**src/rtl/wdog_window_pkg.sv**
```systemverilog
package wdog_window_pkg;
  typedef enum logic [1:0] {
    PH_IDLE = 2'd0,
    PH_LOW  = 2'd1,
    PH_HIGH = 2'd2
  } phase_e;
endpackage

```
**src/rtl/wdog_rst_sync.sv**
```systemverilog
module wdog_rst_sync #(
  parameter int STAGES = 2
) (
  input  logic clk_i,
  input  logic rst_ni,
  output logic rst_sync_no
);
  logic [STAGES-1:0] chain_q;

  always_ff @(posedge clk_i or negedge rst_ni) begin
    if (!rst_ni) chain_q <= '0;
    else         chain_q <= {chain_q[STAGES-2:0], 1'b1};
  end

  assign rst_sync_no = chain_q[STAGES-1];
endmodule

```
**src/rtl/wdog_edge_sync.sv**
```systemverilog
module wdog_edge_sync #(
  parameter int STAGES = 2
) (
  input  logic clk_i,
  input  logic rst_ni,
  input  logic async_i,
  output logic fall_o
);
  localparam int LEN = STAGES + 1;
  logic [LEN-1:0] sh_q, sh_d;

  always_comb sh_d = {sh_q[LEN-2:0], async_i};

  always_ff @(posedge clk_i or negedge rst_ni) begin
    if (!rst_ni) sh_q <= '0;
    else         sh_q <= sh_d;
  end

  assign fall_o = sh_q[LEN-1] & ~sh_q[LEN-2];

  AST_FALL_SPACED: assert property (@(posedge clk_i) disable iff (!rst_ni)
    fall_o |=> !fall_o) else $error("AST_FALL_SPACED");
endmodule

```
**src/rtl/wdog_interval.sv**
```systemverilog
module wdog_interval #(
  parameter int MIN_TICKS  = 15,
  parameter int MAX_TICKS  = 52,
  parameter bit CHECK_FAST = 1'b1
) (
  input  logic clk_i,
  input  logic rst_ni,
  input  logic tick_i,
  input  logic fall_i,
  output logic fault_o
);
  localparam int CW = $clog2(MAX_TICKS + 1);
  localparam logic [CW-1:0] MAX_C = CW'(MAX_TICKS);
  localparam logic [CW-1:0] MIN_C = CW'(MIN_TICKS);

  logic [CW-1:0] cnt_q, cnt_d;
  logic          flt_q, flt_d;
  logic          armed_q, armed_d;
  logic          is_slow, is_fast;

  always_comb begin
    is_slow = (cnt_q == MAX_C);
    is_fast = CHECK_FAST && (cnt_q < MIN_C);
    cnt_d   = cnt_q;
    flt_d   = flt_q;
    armed_d = armed_q | fall_i;
    if (fall_i) begin
      cnt_d = '0;
      if (armed_q) flt_d = is_slow | is_fast;
    end else begin
      if (tick_i && !is_slow) cnt_d = cnt_q + 1'b1;
      if (is_slow) flt_d = 1'b1;
    end
  end

  always_ff @(posedge clk_i or negedge rst_ni) begin
    if (!rst_ni) begin
      cnt_q   <= '0;
      flt_q   <= 1'b0;
      armed_q <= 1'b0;
    end else begin
      cnt_q   <= cnt_d;
      flt_q   <= flt_d;
      armed_q <= armed_d;
    end
  end

  assign fault_o = flt_q;

  AST_CNT_BOUND: assert property (@(posedge clk_i) disable iff (!rst_ni)
    cnt_q <= MAX_C) else $error("AST_CNT_BOUND");
  AST_TICK_HOLD: assert property (@(posedge clk_i) disable iff (!rst_ni)
    (!tick_i && !fall_i) |=> $stable(cnt_q)) else $error("AST_TICK_HOLD");
  AST_SLOW_SETS: assert property (@(posedge clk_i) disable iff (!rst_ni)
    (cnt_q == MAX_C && (armed_q || !fall_i)) |=> flt_q) else $error("AST_SLOW_SETS");
  AST_FAST_SETS: assert property (@(posedge clk_i) disable iff (!rst_ni)
    (CHECK_FAST && fall_i && armed_q && cnt_q < MIN_C) |=> flt_q) else $error("AST_FAST_SETS");
  AST_VALID_CLEARS: assert property (@(posedge clk_i) disable iff (!rst_ni)
    (fall_i && armed_q && cnt_q < MAX_C && (cnt_q >= MIN_C || !CHECK_FAST)) |=> !flt_q)
    else $error("AST_VALID_CLEARS");
endmodule

```
**src/rtl/wdog_pulse_seq.sv**
```systemverilog
module wdog_pulse_seq
  import wdog_window_pkg::*;
#(
  parameter int UNIT_TICKS = 4
) (
  input  logic clk_i,
  input  logic rst_ni,
  input  logic tick_i,
  input  logic fault_i,
  output logic rst_no
);
  localparam int PW = $clog2(UNIT_TICKS + 1);
  localparam logic [PW-1:0] LAST_C = PW'(UNIT_TICKS - 1);

  phase_e        ph_q, ph_d;
  logic [PW-1:0] pc_q, pc_d;
  logic          rst_q, rst_d;

  always_comb begin
    ph_d = ph_q;
    pc_d = pc_q;
    unique case (ph_q)
      PH_IDLE: begin
        if (fault_i) begin
          ph_d = PH_LOW;
          pc_d = '0;
        end
      end
      PH_LOW: begin
        if (tick_i) begin
          if (pc_q == LAST_C) begin
            ph_d = PH_HIGH;
            pc_d = '0;
          end else begin
            pc_d = pc_q + 1'b1;
          end
        end
      end
      PH_HIGH: begin
        if (tick_i) begin
          if (pc_q == LAST_C) begin
            ph_d = fault_i ? PH_LOW : PH_IDLE;
            pc_d = '0;
          end else begin
            pc_d = pc_q + 1'b1;
          end
        end
      end
      default: begin
        ph_d = PH_IDLE;
        pc_d = '0;
      end
    endcase
    rst_d = (ph_d != PH_LOW);
  end

  always_ff @(posedge clk_i or negedge rst_ni) begin
    if (!rst_ni) begin
      ph_q  <= PH_IDLE;
      pc_q  <= '0;
      rst_q <= 1'b1;
    end else begin
      ph_q  <= ph_d;
      pc_q  <= pc_d;
      rst_q <= rst_d;
    end
  end

  assign rst_no = rst_q;

  AST_PHASE_BOUND: assert property (@(posedge clk_i) disable iff (!rst_ni)
    pc_q <= LAST_C) else $error("AST_PHASE_BOUND");
  AST_LOW_NEEDS_FAULT: assert property (@(posedge clk_i) disable iff (!rst_ni)
    $fell(rst_q) |-> $past(fault_i)) else $error("AST_LOW_NEEDS_FAULT");
  AST_NO_CUT_LOW: assert property (@(posedge clk_i) disable iff (!rst_ni)
    (ph_q == PH_LOW) |=> (ph_q != PH_IDLE)) else $error("AST_NO_CUT_LOW");
endmodule

```
**src/rtl/wdog_window_rst.sv**
```systemverilog
module wdog_window_rst #(
  parameter int UNIT_TICKS = 4,
  parameter int MIN_TICKS  = 15,
  parameter int MAX_TICKS  = 52,
  parameter bit CHECK_FAST = 1'b1,
  parameter int SYNC_STAGES = 2
) (
  input  logic clk_i,
  input  logic rst_ni,
  input  logic tick_i,
  input  logic wd_in_i,
  output logic rst_no,
  output logic wd_fault_o
);
  logic rst_n_int;
  logic fall;
  logic fault;

  wdog_rst_sync #(.STAGES(2)) u_rst_sync (
    .clk_i      (clk_i),
    .rst_ni     (rst_ni),
    .rst_sync_no(rst_n_int)
  );

  wdog_edge_sync #(.STAGES(SYNC_STAGES)) u_edge (
    .clk_i  (clk_i),
    .rst_ni (rst_n_int),
    .async_i(wd_in_i),
    .fall_o (fall)
  );

  wdog_interval #(
    .MIN_TICKS (MIN_TICKS),
    .MAX_TICKS (MAX_TICKS),
    .CHECK_FAST(CHECK_FAST)
  ) u_interval (
    .clk_i  (clk_i),
    .rst_ni (rst_n_int),
    .tick_i (tick_i),
    .fall_i (fall),
    .fault_o(fault)
  );

  wdog_pulse_seq #(.UNIT_TICKS(UNIT_TICKS)) u_pulse (
    .clk_i  (clk_i),
    .rst_ni (rst_n_int),
    .tick_i (tick_i),
    .fault_i(fault),
    .rst_no (rst_no)
  );

  assign wd_fault_o = fault;

  AST_QUIET_WHEN_OK: assert property (@(posedge clk_i) disable iff (!rst_n_int)
    ($past(!fault) && !fault && rst_no) |=> rst_no) else $error("AST_QUIET_WHEN_OK");
endmodule

```
**config.mk**
```make
export PLATFORM = sky130hd
export DESIGN_NAME = wdog_window_rst
export DESIGN_NICKNAME = d
export VERILOG_FILES = /design/src/rtl/wdog_window_pkg.sv /design/src/rtl/wdog_rst_sync.sv /design/src/rtl/wdog_edge_sync.sv /design/src/rtl/wdog_interval.sv /design/src/rtl/wdog_pulse_seq.sv /design/src/rtl/wdog_window_rst.sv
export SDC_FILE = /design/constraint.sdc
export NUM_CORES = 1
export LEC_CHECK = 0
export ABC_CLOCK_PERIOD_IN_PS = 1000
export BUFFER_PORTS_ARGS = -buffer_cell sky130_fd_sc_hd__buf_2
export CAP_MARGIN = 20
export CORE_MARGIN = 8
export CORE_UTILIZATION = 52
export CTS_CLUSTER_DIAMETER = 100
export DETAILED_ROUTE_END_ITERATION = 8
export GPL_ROUTABILITY_DRIVEN = 0
export GPL_TIMING_DRIVEN = 0
export PLACE_DENSITY = 0.76
export SLEW_MARGIN = 25
export SYNTH_ARGS = -nofsm -noshare
export SYNTH_HDL_FRONTEND = slang
export SYNTH_SLANG_ARGS = --single-unit
```
**constraint.sdc**
```tcl
create_clock -name clk_i -period 1 [get_ports clk_i]
set_clock_uncertainty 0.1 [all_clocks]
set_input_delay 0 -clock clk_i [delete_from_list [all_inputs] [get_ports clk_i]]
set_output_delay 0 -clock clk_i [all_outputs]
set_load 0.05 [all_outputs]
```
==> out/results.ini, run 1 <==
[status]
status=finished, violations left
violations=setup timing

[timing]
period_minus_slack_ps=1490
setup_ws_ps=-493
drv_slew=0
fmax_ghz=0.670
whs_ps=69.7
hold_viol_final=0
post-route-period-util=1.49
tightestPinTransition_ps=662
timing.slew.headroom=0.559
setup_violations=15
rsz0062_at_grt=yes

[critical_path]
reg2reg_from=u_pulse.pc_q[0]
cp_max_fo=3
crit_required_ps=1150
critical_path.max_stage_delay_ps=410
cp.buffers_inverters=0
timing.rr.end=u_pulse.rst_no
end_kind=register
critPathKind=register to register
r2r_cells=5
r2r_setup_slack_ps=-490
arrival_ps=1640
crit_chain=ha_2, and3b_2, nand3b_1, a31oi_2, nand2b_1
crit_family=simple AND/OR/NAND/NOR gates
cp-start-kind=register
crit_slowest_cell=dfrtp_1

[route]
drt_iter0_drc=8
firstDrtPassIters=4
via_per_inst=5.23
drcViolationCount=0
wl_per_cell_um=14.8
wl_um=2080
vias=738
antenna_left=0

[clock_network]
cts.sinks=19
htree_levels=1
clk_pin_slew_ps=110
clk_latency_ps=300
max-clock-path-buffers=2
cts_root_buffer=clkbuf_4
cts_buffers=3
cts_tree=yes

[grt]
met2_usage=0.230
grt_pass1_wl_um=3370
antenna_found_initial=0
globalRouteOverflowTotal=0
grt_usage=0.130
grt_pass1_vias=744
grt_use_met3=0.0217
grt.met1_usage=0.146
grt_max_degree=18
busiest_layer=met2

[logic_synthesis]
synth_area_leader_cell=dfrtp_1
syn-cell-area_um2=932
synth_area_leaders=dfrtp_1 48%, ha_1 9.4%, nand2_1 3.2%
syn_nets=100
synth.distinct_cells=37
synth_common_cells=18 x dfrtp_1, 8 x nand2_1, 7 x ha_1
synth_edf_count=0
synth_area_per_cell_um2=10.5
synth.yosys.warnings=0
yosys.area.top_type_share=0.483
ys_seq_area_frac=0.511
synth_top_flop_cell=dfrtp_1
async_reset_ff_frac=1.00
yosysMostFrequentCell=dfrtp_1
synthCells=89
synth_seq_cells=19

[place]
dp_hpwl_um=1130
placed_cells=119
dpl_cell_area_mm2=0.00105
dp_slack_ps=-541
portBuffers=5

[layout]
syn_to_final_growth_pct=42.8
final_area_mm2=0.00133
nets=128
fin_cells=141
post_route_cells_drive_above_1_share=0.491
fillers=103
diodes=0

[min_path]
whs_path_depth=4
hold_class=primary input to register
min_from=tick_i
min_to=u_pulse.pc_q[0]

[power]
powerDensity_mw_per_mm2=1980
power_w=0.00264
leakagePower_nw=0.606
peakVddDrop_mv=1.32

[floorplanning]
fp-row-count=15
die_area_mm2=0.00340
core_area_mm2=0.00171
boundaryPins=6
die_y_um=58.3
start_util=0.546
dieWidth_um=58.3

[flow_run]
max_cap_violations=0

[per-layer routing]
metal	part of all wire	routed length, µm	vias to the layer above
met5	0	0	-
met4	0.018	38	0
met3	0.025	53	5
met2	0.53	1100	10
met1	0.43	896	362
li1	-	-	361
[cells in the final DEF (no fill, tap or decap), types with 3 or more instances in the layout]
cell type	count
dfrtp_1	14
buf_2	3
nand2_1	7
ha_4	3
a21oi_1	4
buf_4	14
buf_6	3
dlygate4sd3_1	3
inv_2	4
clkbuf_4	3
nor3_1	3
dfrtp_2	4
nor2_1	6
[worst reg2reg max path, cell delays in order (launching register included)]
cell and delay, ps:
dfrtp_1 410, ha_2 180, and3b_2 210, nand3b_1 180, a31oi_2 230, nand2b_1 140
[where the power goes]
group	internal, W	switching, W	total [W]
registers	0.000934	0.000163	0.00110
logic	0.000616	0.000543	0.00116
clock network	0.000149	0.000236	0.000385
total	0.00170	0.000942	0.00264
[registers in the layout (all words and copies together), names as in the netlist]
| name | cells |
|---|---|
| u_interval.cnt_q | 6 |
| u_pulse.pc_q | 3 |
| u_rst_sync.chain_q | 2 |
| u_pulse.rst_no | 1 |
| u_pulse.ph_q | 2 |
| u_interval.fault_o | 1 |
| u_interval.armed_q | 1 |
| u_edge.sh_q | 3 |
[layout make-up]
| class | instances | area (µm²) | share of cell area |
|---|---|---|---|
| multi-input cells | 62 | 554 | 0.416 |
| flip-flops and latches | 19 | 482 | 0.362 |
| repair buffers | 24 | 206 | 0.155 |
| well taps | 25 | 31.3 | 0.0235 |
| clock buffers | 3 | 22.5 | 0.0169 |
| inverters | 6 | 22.5 | 0.0169 |
| plain buffers | 1 | 7.51 | 0.00564 |
| clock inverters | 1 | 5.00 | 0.00376 |
[cells by family after synthesis]
family / share of synthesized area
simple gates: 0.204
flops: 0.511
compound gates: 0.119
buf+inv: 0.0376
fa+ha+maj: 0.0940
xor+xnor: 0.0188
other cells: 0.00402
mux: 0.0107
[per-stage QoR]
stage | TNS (ps) | util
after floorplan | -3060 | -
after detailed placement | -4360 | 0.615
after CTS | -4470 | 0.727
after global placement | -3940 | 0.615
after global routing | -5600 | 0.779
final | -4570 | 0.779
[worst max-delay path by stage]
stage                    startpoint        endpoint  slack [ps]  cells after the start
finish              u_pulse.pc_q[0]  u_pulse.rst_no        -490                      5
global route        u_pulse.pc_q[0]  u_pulse.rst_no        -570                      5
CTS                 u_pulse.pc_q[0]  u_pulse.rst_no        -470                      5
detailed placement  u_pulse.ph_q[0]  u_pulse.rst_no        -540                      6
global placement    u_pulse.ph_q[0]  u_pulse.rst_no        -470                      6
floorplan           u_pulse.ph_q[1]  u_pulse.rst_no        -370                      6
[what timing repair did]
action	CTS	global route
setup buffers	11	5
pin swaps	8	3
endpoints found under the setup margin	16	16
cloned	0	0
hold endpoints to repair	3	0
resized for setup	13	14
hold buffers	3	0
Power figures use the tool's default switching activity.
==> run 2: changes to the inputs <==
--- a/config.mk
+++ b/config.mk
@@ -5,6 +5,7 @@
 export SDC_FILE = /design/constraint.sdc
 export NUM_CORES = 1
 export LEC_CHECK = 0
+export ABC_AREA = 1
 export ABC_CLOCK_PERIOD_IN_PS = 1000
 export BUFFER_PORTS_ARGS = -buffer_cell sky130_fd_sc_hd__buf_2
 export CAP_MARGIN = 20
==> out/results.ini, run 2 <==
[logic_synthesis]
synth_area_per_cell_um2=8.43  ; -20%
synth_top_flop_cell=dfrtp_1
synth_area_leaders=dfrtp_1 47%, nand2_1 11%, ha_1 9.2%
synth.distinct_cells=16  ; -57%
synth_area_leader_cell=dfrtp_1
syn_nets=124  ; +24%
async_reset_ff_frac=1.00  ; unchanged
syn-cell-area_um2=952  ; +2.1%
synth_seq_cells=19  ; unchanged
yosys.area.top_type_share=0.473  ; -0.0102
synth.yosys.warnings=0  ; unchanged
synth_common_cells=28 x nand2_1, 18 x dfrtp_1, 18 x inv_1
synthCells=113  ; +27%
ys_seq_area_frac=0.501  ; -0.0108
synth_edf_count=0  ; unchanged
yosysMostFrequentCell=nand2_1

[layout]
top_regs=u_interval.cnt_q (6), u_edge.sh_q (3), u_pulse.pc_q (3)
syn_to_final_growth_pct=43.9
final_area_mm2=0.00137  ; +2.9%
layout_commonest_cell=nand2_1
fillers=101  ; -1.9%
regMostFlops=u_interval.cnt_q
layout_common_cells=25 x nand2_1, 15 x dfrtp_1, 14 x buf_4
multi_input_area_um2=572  ; +3.2%
seqCellArea_um2=480  ; -0.26%
largest_reg_flops=6  ; unchanged
diodes=0  ; unchanged
nets=152  ; +19%
post_route_cells_drive_above_1_share=0.421  ; -0.0700

[timing]
drv_slew=0  ; unchanged
setup_ws_ps=-410  ; +82.2 ps
period_minus_slack_ps=1410  ; -82.2 ps
whs_ps=25.5  ; -44.2 ps
rsz0062_at_grt=yes
post-route-period-util=1.41  ; -0.0822
timing.slew.headroom=0.557  ; -0.00211
tightestPinTransition_ps=665  ; +3.16 ps
setup-tns-final_ps=-4350  ; +220 ps
setup_violations=15  ; unchanged
fmax_ghz=0.709  ; +5.8%
hold_viol_final=0  ; unchanged

[route]
firstDrtPassIters=4  ; unchanged
antenna_left=0  ; unchanged
via_per_inst=4.99  ; -4.6%
wl_um=2200  ; +5.5%
drcViolationCount=0  ; unchanged
wl_per_cell_um=13.3  ; -9.8%
vias=824  ; +12%
drt_iter0_drc=8  ; unchanged

[place]
portBuffers=5  ; unchanged
dp_hpwl_um=1200  ; +5.5%
dpl_cell_area_mm2=0.00108  ; +2.4%
dp_slack_ps=-471  ; +69.2 ps

[flow_run]
max_cap_violations=0  ; unchanged

[floorplanning]
start_util=0.551  ; +0.00566
die_y_um=58.8  ; +0.77%
boundaryPins=6  ; unchanged
core_area_mm2=0.00173  ; +1.1%
dieWidth_um=58.8  ; +0.77%
fp-row-count=15  ; unchanged
die_area_mm2=0.00346  ; +1.5%

[clock_network]
htree_levels=1  ; unchanged
clk_latency_ps=290  ; about the same
max-clock-path-buffers=2  ; unchanged
cts_tree=yes
cts_root_buffer=clkbuf_4
clk_pin_slew_ps=100  ; about the same
cts_buffers=3  ; unchanged
cts.sinks=19  ; unchanged

[grt]
grt_usage=0.122  ; -0.00819
antenna_found_initial=0  ; unchanged
grt_max_degree=18  ; unchanged
globalRouteOverflowTotal=0  ; unchanged
grt_pass1_wl_um=3280  ; -2.7%
grt_pass1_vias=777  ; +4.4%

[min_path]
hold_class=primary input to register

[power]
powerDensity_mw_per_mm2=2050  ; +3.1%
p_int_w=0.00173  ; +2.0%
switchingPower_w=0.00107  ; +14%
p_seq_frac=0.372  ; -0.043
clkPwrFrac=0.132  ; -0.014
netSwitchingFraction=0.382  ; +0.0252
leakagePower_nw=0.625  ; +3.0%
peakVddDrop_mv=1.53  ; +16%
pwr-share-comb=0.496  ; +0.057

[critical_path]
crit_required_ps=1120  ; -30 ps
end_kind=register
arrival_ps=1530  ; -110 ps
critPathKind=register to register
cp-start-kind=register
cp_max_fo=7  ; +4

[status]
violations=setup timing
status=finished, violations left

run 2: worst paths after layout:
kind | depth (start not counted) | startpoint | endpoint | slack (ps)
hold / removal | 5 | tick_i | u_pulse.ph_q[1] | 30
min in group asynchronous | 0 | u_rst_sync.chain_q[1] | u_interval.armed_q | 180
hold reg to reg | 0 | u_rst_sync.chain_q[1] | u_interval.armed_q | 180
max in group asynchronous | 0 | u_rst_sync.chain_q[1] | u_interval.fault_o | 160
setup / recovery | 8 | u_interval.cnt_q[0] | u_interval.cnt_q[3] | -410
setup reg to reg | 8 | u_interval.cnt_q[0] | u_interval.cnt_q[3] | -410
run 2: area by class of cell:
cell class | instances | share of cell area
multi-input cells | 75 | 0.417
well taps | 25 | 0.0228
inverters | 19 | 0.0539
flip-flops and latches | 19 | 0.351
repair buffers | 23 | 0.136
clock buffers | 4 | 0.0192
run 2: cells by family (layout without fill, tap and decap cells):
group | Yosys count | in the layout | synth area share
AO/OA/AOI/OAI | 14 | 14 | 0.0736
adder cells (fa/ha/maj) | 7 | 7 | 0.0920
buffers and inverters | 19 | 46 | 0.0749
flip-flops | 19 | 19 | 0.501
other | 1 | 1 | 0.00394
AND/OR/NAND/NOR | 53 | 53 | 0.255
run 2: critical path, stage by stage (launching register included):
cell and delay [ps]:
dfrtp_2 460, inv_2 80, ha_4 130, nand3_4 80, nor2_4 130, nor2_4 50
nor2_4 160, nand2_1 70, o21ai_1 80
run 2: layer usage:
| layer | routed length (µm) | share of wire | global-route usage | vias to the layer above |
|---|---|---|---|---|
| met3 | 64 | 0.029 | 0.0457 | 4 |
| met1 | 923 | 0.42 | 0.143 | 386 |
| met5 | 0 | 0 | 0 | - |
| met2 | 1170 | 0.53 | 0.198 | 21 |
| li1 | - | - | - | 413 |
| met4 | 39 | 0.018 | 0.0410 | 0 |
run 2: power by group through the flow:
stage	sequential, W	clock [W]	combinational [W]
CTS	0.00104	0.000375	0.00115
global placement	0.00105	0	0.000815
global route	0.00106	0.000403	0.00151
finish	0.00104	0.000369	0.00139
detailed placement	0.00105	0	0.000855
floorplan	0.00111	0	0.000636
run 2: per-stage QoR:
stage | power, W | cells | utilization
global placement | 0.00186 | 143 | 0.623
floorplan | 0.00174 | 113 | -
detailed placement | 0.00191 | 143 | 0.623
CTS | 0.00257 | 161 | 0.737
finish | 0.00280 | 165 | 0.793
global route | 0.00297 | 165 | 0.793
run 2: timing repair:
action | 4_1_cts | 5_1_grt
hold endpoints to repair | 6 | 0
hold buffers | 4 | 0
buffers inserted | 10 | 4
pin swaps | 8 | 13
resized for setup | 16 | 15
endpoints found under the setup margin | 15 | 19
